## config.mk

```make
export PLATFORM = sky130hd
export DESIGN_NAME = irq_evt_unit
export DESIGN_NICKNAME = d
export VERILOG_FILES = /design/src/rtl/irq_evt_pkg.sv /design/src/rtl/irq_fall_det.sv /design/src/rtl/irq_fill_cross.sv /design/src/rtl/irq_stat_bank.sv /design/src/rtl/irq_mask_out.sv /design/src/rtl/irq_evt_unit.sv
export SDC_FILE = /design/constraint.sdc
export NUM_CORES = 1
export LEC_CHECK = 0
export CAP_MARGIN = 10
export CORE_ASPECT_RATIO = 1.75
export CORE_UTILIZATION = 49
export DETAILED_ROUTE_END_ITERATION = 10
export GPL_TIMING_DRIVEN = 0
export PLACE_DENSITY = 0.86
export SLEW_MARGIN = 0
export SYNTH_ARGS = -nofsm -noshare
export SYNTH_HDL_FRONTEND = slang
export SYNTH_HIERARCHICAL = 1
export SYNTH_SLANG_ARGS = --single-unit
```

## constraint.sdc

```tcl
create_clock -name clk -period 1.7 [get_ports clk]
set_input_delay 0.425 -clock clk [delete_from_list [all_inputs] [get_ports clk]]
set_output_delay 0.425 -clock clk [all_outputs]
set_load 0.02 [all_outputs]
```

## src/rtl/irq_evt_pkg.sv

```systemverilog
package irq_evt_pkg;

   // status word layout (positions other than the error field are local choice)
   localparam int P_CMD   = 0;
   localparam int P_XFER  = 1;
   localparam int P_GAP   = 2;
   localparam int P_RDRDY = 3;
   localparam int P_WRRDY = 4;
   localparam int P_DMA   = 5;
   localparam int P_CARD  = 6;
   localparam int P_BOOT  = 7;
   localparam int N_PLAIN = 8;

   localparam logic ADDR_STAT = 1'b0;
   localparam logic ADDR_EN   = 1'b1;

   // mask of status positions that hold a register (plain events and errors)
   function automatic logic [63:0] impl_mask(input int lo, input int hi);
      logic [63:0] m;
      m = '0;
      for (int i = 0; i < N_PLAIN; i++) m[i] = 1'b1;
      for (int i = lo + 1; i <= hi; i++) m[i] = 1'b1;
      return m;
   endfunction

endpackage

```

## src/rtl/irq_fall_det.sv

```systemverilog
module irq_fall_det #(
   parameter int N = 3
) (
   input  logic         clk,
   input  logic         rst_n,
   input  logic [N-1:0] lvl,
   output logic [N-1:0] fall
);

   if (N < 1) begin : g_bad_n
      $error("irq_fall_det: N must be at least 1");
   end

   for (genvar i = 0; i < N; i++) begin : g_bit
      logic prev_q;
      always_ff @(posedge clk or negedge rst_n) begin
         if (!rst_n) prev_q <= 1'b0;
         else        prev_q <= lvl[i];
      end
      assign fall[i] = prev_q & ~lvl[i];
   end

endmodule

```

## src/rtl/irq_fill_cross.sv

```systemverilog
module irq_fill_cross #(
   parameter int BUF_DEPTH = 512,
   parameter int FILL_W    = $clog2(BUF_DEPTH + 1)
) (
   input  logic              clk,
   input  logic              rst_n,
   input  logic              rd_mode,
   input  logic [FILL_W-1:0] buf_fill,
   input  logic [FILL_W-1:0] blk_len,
   output logic              rd_set,
   output logic              wr_set
);

   localparam logic [FILL_W:0] DEPTH_X = (FILL_W+1)'(BUF_DEPTH);

   if (BUF_DEPTH < 1) begin : g_bad_depth
      $error("irq_fill_cross: BUF_DEPTH must be positive");
   end
   if (FILL_W < $clog2(BUF_DEPTH + 1)) begin : g_bad_fw
      $error("irq_fill_cross: FILL_W too narrow for BUF_DEPTH");
   end

   logic [FILL_W:0] fill_x;
   logic [FILL_W:0] len_x;
   logic [FILL_W:0] free_x;
   logic [1:0]      ge;
   logic [1:0]      ge_q;
   logic [1:0]      dir_ok;

   assign fill_x = {1'b0, buf_fill};
   assign len_x  = {1'b0, blk_len};
   assign free_x = (fill_x > DEPTH_X) ? '0 : (DEPTH_X - fill_x);
   assign dir_ok = {~rd_mode, rd_mode};

   // index 0: data available for reading, index 1: space available for writing
   for (genvar d = 0; d < 2; d++) begin : g_dir
      logic [FILL_W:0] amount;
      if (d == 0) begin : g_rd
         assign amount = fill_x;
      end else begin : g_wr
         assign amount = free_x;
      end
      assign ge[d] = (len_x != '0) && (amount >= len_x);
      always_ff @(posedge clk or negedge rst_n) begin
         if (!rst_n) ge_q[d] <= 1'b0;
         else        ge_q[d] <= ge[d];
      end
   end

   assign rd_set = dir_ok[0] & ge[0] & ~ge_q[0];
   assign wr_set = dir_ok[1] & ge[1] & ~ge_q[1];

endmodule

```

## src/rtl/irq_stat_bank.sv

```systemverilog
module irq_stat_bank #(
   parameter int STAT_W = 32,
   parameter int ERR_LO = 15,
   parameter int ERR_HI = 24
) (
   input  logic              clk,
   input  logic              rst_n,
   input  logic [STAT_W-1:0] set_vec,
   input  logic [STAT_W-1:0] clr_vec,
   output logic [STAT_W-1:0] stat_o
);

   localparam logic [63:0] MASK64 = irq_evt_pkg::impl_mask(ERR_LO, ERR_HI);
   localparam logic [STAT_W-1:0] IMPL = MASK64[STAT_W-1:0];

   if (ERR_HI >= STAT_W || ERR_LO >= ERR_HI) begin : g_bad_field
      $error("irq_stat_bank: error field does not fit the status word");
   end

   logic [STAT_W-1:0] stat_q;

   for (genvar i = 0; i < STAT_W; i++) begin : g_bit
      if (IMPL[i]) begin : g_reg
         logic q;
         always_ff @(posedge clk or negedge rst_n) begin
            if (!rst_n)          q <= 1'b0;
            else if (set_vec[i]) q <= 1'b1;      // set wins over a clear
            else if (clr_vec[i]) q <= 1'b0;
         end
         assign stat_q[i] = q;
      end else begin : g_none
         assign stat_q[i] = 1'b0;
      end
   end

   always_comb begin
      stat_o         = stat_q;
      stat_o[ERR_LO] = |stat_q[ERR_HI:ERR_LO+1];
   end

endmodule

```

## src/rtl/irq_mask_out.sv

```systemverilog
module irq_mask_out #(
   parameter int STAT_W = 32
) (
   input  logic              clk,
   input  logic              rst_n,
   input  logic              en_wr,
   input  logic [STAT_W-1:0] en_wdata,
   input  logic [STAT_W-1:0] stat_vec,
   output logic [STAT_W-1:0] en_vec,
   output logic              irq
);

   always_ff @(posedge clk or negedge rst_n) begin
      if (!rst_n)     en_vec <= '0;
      else if (en_wr) en_vec <= en_wdata;
   end

   always_ff @(posedge clk or negedge rst_n) begin
      if (!rst_n) irq <= 1'b0;
      else        irq <= |(stat_vec & en_vec);
   end

endmodule

```

## src/rtl/irq_evt_unit.sv

```systemverilog
module irq_evt_unit #(
   parameter int STAT_W    = 32,
   parameter int ERR_LO    = 15,
   parameter int ERR_HI    = 24,
   parameter int BUF_DEPTH = 512,
   parameter int N_ERR     = ERR_HI - ERR_LO,
   parameter int FILL_W    = $clog2(BUF_DEPTH + 1)
) (
   input  logic              clk,
   input  logic              rst_n,
   input  logic              cmd_busy,
   input  logic              rd_active,
   input  logic              dat_active,
   input  logic              rd_mode,
   input  logic              gap_halt,
   input  logic              dma_evt,
   input  logic              card_evt,
   input  logic              boot_evt,
   input  logic [N_ERR-1:0]  err_evt,
   input  logic [FILL_W-1:0] buf_fill,
   input  logic [FILL_W-1:0] blk_len,
   input  logic              reg_wr,
   input  logic              reg_addr,
   input  logic [STAT_W-1:0] reg_wdata,
   output logic [STAT_W-1:0] reg_rdata,
   output logic              irq
);
   import irq_evt_pkg::*;

   if (ERR_LO < N_PLAIN) begin : g_bad_lo
      $error("irq_evt_unit: error field overlaps the plain event bits");
   end
   if (N_ERR != ERR_HI - ERR_LO) begin : g_bad_nerr
      $error("irq_evt_unit: N_ERR must equal ERR_HI - ERR_LO");
   end
   if (STAT_W > 64) begin : g_bad_w
      $error("irq_evt_unit: STAT_W above 64 not supported");
   end

   logic [2:0]        fall;
   logic              rd_set;
   logic              wr_set;
   logic [STAT_W-1:0] set_vec;
   logic [STAT_W-1:0] clr_vec;
   logic [STAT_W-1:0] stat_vec;
   logic [STAT_W-1:0] en_vec;
   logic              stat_wr;
   logic              en_wr;

   irq_fall_det #(.N(3)) u_fall (
      .clk  (clk),
      .rst_n(rst_n),
      .lvl  ({dat_active, rd_active, cmd_busy}),
      .fall (fall)
   );

   irq_fill_cross #(.BUF_DEPTH(BUF_DEPTH), .FILL_W(FILL_W)) u_fill (
      .clk     (clk),
      .rst_n   (rst_n),
      .rd_mode (rd_mode),
      .buf_fill(buf_fill),
      .blk_len (blk_len),
      .rd_set  (rd_set),
      .wr_set  (wr_set)
   );

   always_comb begin
      set_vec          = '0;
      set_vec[P_CMD]   = fall[0];
      set_vec[P_XFER]  = (rd_mode & fall[1]) | (~rd_mode & fall[2]) | gap_halt;
      set_vec[P_GAP]   = gap_halt;
      set_vec[P_RDRDY] = rd_set;
      set_vec[P_WRRDY] = wr_set;
      set_vec[P_DMA]   = dma_evt;
      set_vec[P_CARD]  = card_evt;
      set_vec[P_BOOT]  = boot_evt;
      for (int i = 0; i < N_ERR; i++) set_vec[ERR_LO+1+i] = err_evt[i];
   end

   assign stat_wr = reg_wr && (reg_addr == ADDR_STAT);
   assign en_wr   = reg_wr && (reg_addr == ADDR_EN);
   assign clr_vec = stat_wr ? reg_wdata : '0;

   irq_stat_bank #(.STAT_W(STAT_W), .ERR_LO(ERR_LO), .ERR_HI(ERR_HI)) u_bank (
      .clk    (clk),
      .rst_n  (rst_n),
      .set_vec(set_vec),
      .clr_vec(clr_vec),
      .stat_o (stat_vec)
   );

   irq_mask_out #(.STAT_W(STAT_W)) u_mask (
      .clk     (clk),
      .rst_n   (rst_n),
      .en_wr   (en_wr),
      .en_wdata(reg_wdata),
      .stat_vec(stat_vec),
      .en_vec  (en_vec),
      .irq     (irq)
   );

   assign reg_rdata = (reg_addr == ADDR_EN) ? en_vec : stat_vec;

endmodule

```

==> results of run 1 <==
-- how the worst max path moves through the flow --
stage | cells after the start | endpoint | slack, ns | from
after floorplan | 10 | u_bank/g_bit[4].g_reg.q | -0.97 | buf_fill[1]
after global placement | 13 | u_bank/g_bit[4].g_reg.q | -1.84 | buf_fill[1]
after detailed placement | 12 | u_bank/g_bit[4].g_reg.q | -1.92 | buf_fill[1]
after CTS | 10 | u_bank/g_bit[4].g_reg.q | -0.90 | buf_fill[8]
after global routing | 11 | u_bank/g_bit[4].g_reg.q | -0.97 | buf_fill[8]
final | 11 | u_bank/g_bit[4].g_reg.q | -0.93 | buf_fill[8]
-- critical path, delay by kind of cell --
family | cells | cell delay [ns]
compound gates | 5 | 0.84
fa+ha+maj | 1 | 0.25
buf+inv | 1 | 0.10
simple gates | 4 | 1.19
-- area by class of cell --
| type | instances | share of cell area |
|---|---|---|
| Timing Repair Buffer | 125 | 0.210 |
| Sequential cell | 55 | 0.253 |
| Multi-Input combinational cell | 230 | 0.409 |
| Inverter | 29 | 0.0246 |
| Clock inverter | 1 | 0.000919 |
| Tap cell | 88 | 0.0202 |
| Buffer | 34 | 0.0579 |
| Clock buffer | 7 | 0.0243 |
-- flip-flops by register name (all words and copies together), names as in the netlist --
| signal | flops |
|---|---|
| u_fill/ge_q | 2 |
| u_bank/g_bit.g_reg.q | 17 |
| u_mask/irq | 1 |
| u_fall/g_bit.prev_q | 3 |
| u_mask/en_vec | 32 |
-- routing by layer --
| layer | up-vias | GRT usage | wire length, um |
|---|---|---|---|
| met2 | 123 | 0.508 | 6020 |
| met3 | 46 | 0.0556 | 646 |
| met4 | 0 | 0.151 | 595 |
| met1 | 1496 | 0.212 | 3340 |
| li1 | 1443 | - | - |
| met5 | - | 0 | 0 |
-- per-stage QoR --
step / total power, mW / utilization / setup WS (ns)
2_1_floorplan: 2.35 / - / -0.972
3_3_place_gp: 2.88 / 0.683 / -1.84
3_5_place_dp: 2.92 / 0.685 / -1.92
4_1_cts: 3.90 / 0.710 / -0.896
5_1_grt: 4.09 / 0.720 / -0.975
6_report: 3.91 / 0.720 / -0.927
-- report_power, final --
group	internal, mW	switching [mW]	total, mW
clock network	0.546	0.443	0.989
registers	1.46	0.117	1.58
logic	0.748	0.591	1.34
total	2.76	1.15	3.91
-- repair_timing --
| item | CTS | global route |
|---|---|---|
| setup buffers | 16 | 6 |
| pin swaps | 19 | 7 |
| setup endpoints to repair | 67 | 29 |
| gates resized for setup | 202 | 56 |
==> impl_metrics.ini, run 1 <==
[synthesis]
synth_area_um2 = 3850
synth_cells = 343
yosys_warnings = 6
avgSynthCellArea_um2 = 11.2

[worst_setup_path]
cpMostUsedCell = a21o_1
critPathMaxStageDelay_ns = 0.52
cp_cell_sequence = buf_8, or4_4, or3_4, and2_4, nor2_2, ha_1, a21o_1, a31oi_2, o21ai_2, a32o_1, a21o_1
arrival_ns = 2.81
critPathSlowestCell = or4_4
crit_required_ns = 1.88
cp-end-kind = flip-flop
reg2reg_to = u_mask/irq
r2r_slack_ns = -0.17
start_kind = input pin
cp_max_fo = 5
r2r-start = u_bank/g_bit[18].g_reg.q
r2r_cells = 6
crit_type = in2reg

[clocking]
clockBufferDepth = 2
cts_sinks = 55
clk-insertion-delay-late_ns = 0.29
cts_tree = built
cts.clk_slew.worst_paths_ns = 0.07
cts_hold_buf = 0
numCtsBuffers = 5
htreeDepth = 2
root_buffer = clkbuf_16

[route]
drt-total-wl_um = 10600
wl_per_cell_um = 18.6
drt-pass1-iter-count = 4
via_per_inst = 5.46
drc = 0
drtAntennaViolNets = 0
initialDrtViolationCount = 121
vias = 3108

[sta]
fin_setup_tns_ns = -2.21
hold_viol = 0
fin_skew_ns = 0.00352
setup_viol = 5
hold-worst-slack_ns = 0.103
rsz0062_at_grt = yes
max_slew_margin = 0.642
final-max-slew-violation-count = 0
layout_min_cycle_time_ns = 2.63
max_clock_freq_ghz = 0.381
setup_ws_ns = -0.927
tightest_slew_ns = 0.536
fin_crit_sh = 1.55

[die]
start_util = 0.508
die_x_um = 69.0
die_h_um = 119
io_pins = 106
fp-row-count = 42
die-area_um2 = 8220
core_um2 = 7570

[placed_design]
dp_hpwl_um = 7810
gp_congestion = 0.890
place_area_um2 = 5180
placed_cells = 549
io_buffers = 104

[power]
ir_drop_mv = 0.488
total_leakage_power_nw = 2.56
power_density_nw_per_um2 = 717

[layout]
final_common_cell = dfrtp_1
seq_area_um2 = 1380
multi_input_area_um2 = 2230
mostFrequentLayoutCells = dfrtp_1 (55), clkdlybuf4s50_1 (51), buf_4 (37)
area_growth_pct = 41.6
final_cell_area_um2 = 5450
final_net_count = 574
diodes = 0
layout.cells.non_filler = 569
drive_gt1_frac = 0.441
n_fill_cell = 537

[run_status]
status = finished, violations left
violations = negative setup slack

[global_routing]
grt_pass1_vias = 3359
grt_pass1_wl_um = 15500
grt_usage = 0.259
antenna_found_initial = 0
grt_overflow = 0
grt_max_degree = 35

[worst_hold_path]
hold_class = in2async

[run]
drv_cap = 0
(Power assumes the default switching activity.)
==> run 2: changes to the inputs <==
- CORE_UTILIZATION: 49 -> 53
- CTS_CLUSTER_DIAMETER: not set -> 100
- PLACE_DENSITY: 0.86 -> 0.91
- clock period: 1.7 -> 3.4 ns (I/O delays scaled with it)
==> run 2 against run 1 <==
Compared with the run above:
- the flow now finishes without violations
- clock skew rose by 0.0043 ns
- clock power down 48%
- global-route usage rose by 1.6 points
- sequential share of layout area increased by 0.95 points
- largest power group unchanged
- non-clock buffer count is 11 lower
- via count is 2.5% lower
==> impl_metrics.ini, run 2 (synthesis gave the netlist of run 1 again) <==
[worst_setup_path]
cpLargestDelayFamily = simple AND/OR/NAND/NOR gates
critPathMaxStageDelay_ns = 0.55
crit_required_ns = 3.59
cp-end-kind = flip-flop
start_kind = input pin
cp_max_fo = 5
arrival_ns = 3.50
crit_buf_inv = 1
crit_type = in2reg
critPathSlowestCell = or4_4
cp_cell_sequence = dlygate4sd2_1, or4_4, or3_4, and2_4, nor2_1, ha_1, a21oi_2, and3_4, o21ai_1, a32o_1, a21o_1

[clocking]
clockBufferDepth = 2
numCtsBuffers = 5
clk-insertion-delay-late_ns = 0.30
htreeDepth = 2
cts_hold_buf = 0
cts_tree = built
root_buffer = clkbuf_16
cts_sinks = 55
cts.clk_slew.worst_paths_ns = 0.06

[sta]
fin_setup_tns_ns = 0
max_clock_freq_ghz = 0.302
tightest_slew_ns = 0.765
hold_viol = 0
layout_min_cycle_time_ns = 3.31
fin_skew_ns = 0.00782
final-max-slew-violation-count = 0
fin_crit_sh = 0.974
max_slew_margin = 0.490
setup_viol = 0

[layout]
top_register = u_mask/en_vec
final_common_cell = clkdlybuf4s50_1
final_core_util = 0.755
drive_gt1_frac = 0.275
largest_reg_flops = 32
mostFrequentLayoutCells = clkdlybuf4s50_1 (94), dfrtp_1 (55), mux2_2 (33)
diodes = 0
area_growth_pct = 36.5
top_regs = u_mask/en_vec: 32 flops, u_bank/g_bit.g_reg.q: 17 flops, u_fall/g_bit.prev_q: 3 flops
final_net_count = 563
n_fill_cell = 452

[power]
power_density_nw_per_um2 = 373
ir_drop_mv = 0.225
total_leakage_power_nw = 2.41

[route]
drt-pass1-iter-count = 4
drc = 0
via_per_inst = 5.48
vias = 3029
wl_per_cell_um = 17.8
drtAntennaViolNets = 0
initialDrtViolationCount = 131
drt-total-wl_um = 9850

[global_routing]
grt_overflow = 0
antenna_found_initial = 0
grt_pass1_vias = 3317
grt_pass1_wl_um = 15300
grt_usage = 0.275
grt_max_degree = 34

[run]
drv_cap = 0

[die]
fp-row-count = 40
die_h_um = 115
die-area_um2 = 7620
core_um2 = 6960
start_util = 0.553
io_pins = 106
die_x_um = 66.4

[run_status]
status = finished, final reports clean

[worst_hold_path]
hold_class = reg2reg

[placed_design]
io_buffers = 104
dp_hpwl_um = 7810
gp_congestion = 0.916
run 2: worst register-to-register path, cell delays in order (launching register included):
cell and delay [ns]:
dfrtp_1 0.40, buf_4 0.14, a22oi_1 0.40, nand4_1 0.26, or4_1 0.53
run 2: repair_timing:
action,CTS,global route
endpoints found under the setup margin,2,1
gates resized for setup,13,5
pin swaps,1,5
setup buffers,0,1
run 2: final cells by class:
| cell class | instances | area (um2) | share of cell area |
|---|---|---|---|
| Multi-Input combinational cell | 230 | 2100 | 0.399 |
| Tap cell | 84 | 105 | 0.0200 |
| Clock buffer | 6 | 139 | 0.0264 |
| Timing Repair Buffer | 106 | 1060 | 0.203 |
| Inverter | 29 | 109 | 0.0207 |
| Buffer | 42 | 357 | 0.0679 |
| Sequential cell | 55 | 1380 | 0.262 |
| Clock inverter | 1 | 5.00 | 0.000953 |
run 2: stage by stage:
stage	power [mW]	hold WS [ns]	setup WS [ns]	instances	instance area (um2)
2_1_floorplan	1.17	0.454	0.110	356	3900
3_3_place_gp	1.42	0.465	-0.617	544	5040
3_5_place_dp	1.45	0.470	-0.659	545	5060
4_1_cts	1.97	0.485	0.0622	552	5210
5_1_grt	2.05	0.494	-0.0225	553	5250
6_report	1.96	0.480	0.0885	553	5250
run 2: layer usage:
layer | vias to the layer above | global-route usage | part of all wire
li1 | 1419 | - | -
met1 | 1463 | 0.254 | 0.34
met2 | 112 | 0.524 | 0.56
met3 | 35 | 0.0548 | 0.050
met4 | 0 | 0.174 | 0.053
met5 | - | 0 | 0
run 2: worst paths after layout:
check,startpoint,to,slack [ns],cells after the start
setup reg to reg,u_bank/g_bit[23].g_reg.q,u_mask/irq,1.54,4
max in group asynchronous,rst_n,u_bank/g_bit[5].g_reg.q,2.20,2
hold / removal,u_bank/g_bit[1].g_reg.q,u_bank/g_bit[1].g_reg.q,0.48,1
setup / recovery,buf_fill[0],u_bank/g_bit[4].g_reg.q,0.09,11
min in group asynchronous,rst_n,u_bank/g_bit[21].g_reg.q,0.62,1
hold reg to reg,u_bank/g_bit[1].g_reg.q,u_bank/g_bit[1].g_reg.q,0.48,1
run 2: power breakdown:
group          internal [mW]  switching (mW)  total (mW)
registers              0.732          0.0576       0.789
logic                  0.384           0.275       0.658
clock network          0.288           0.224       0.512
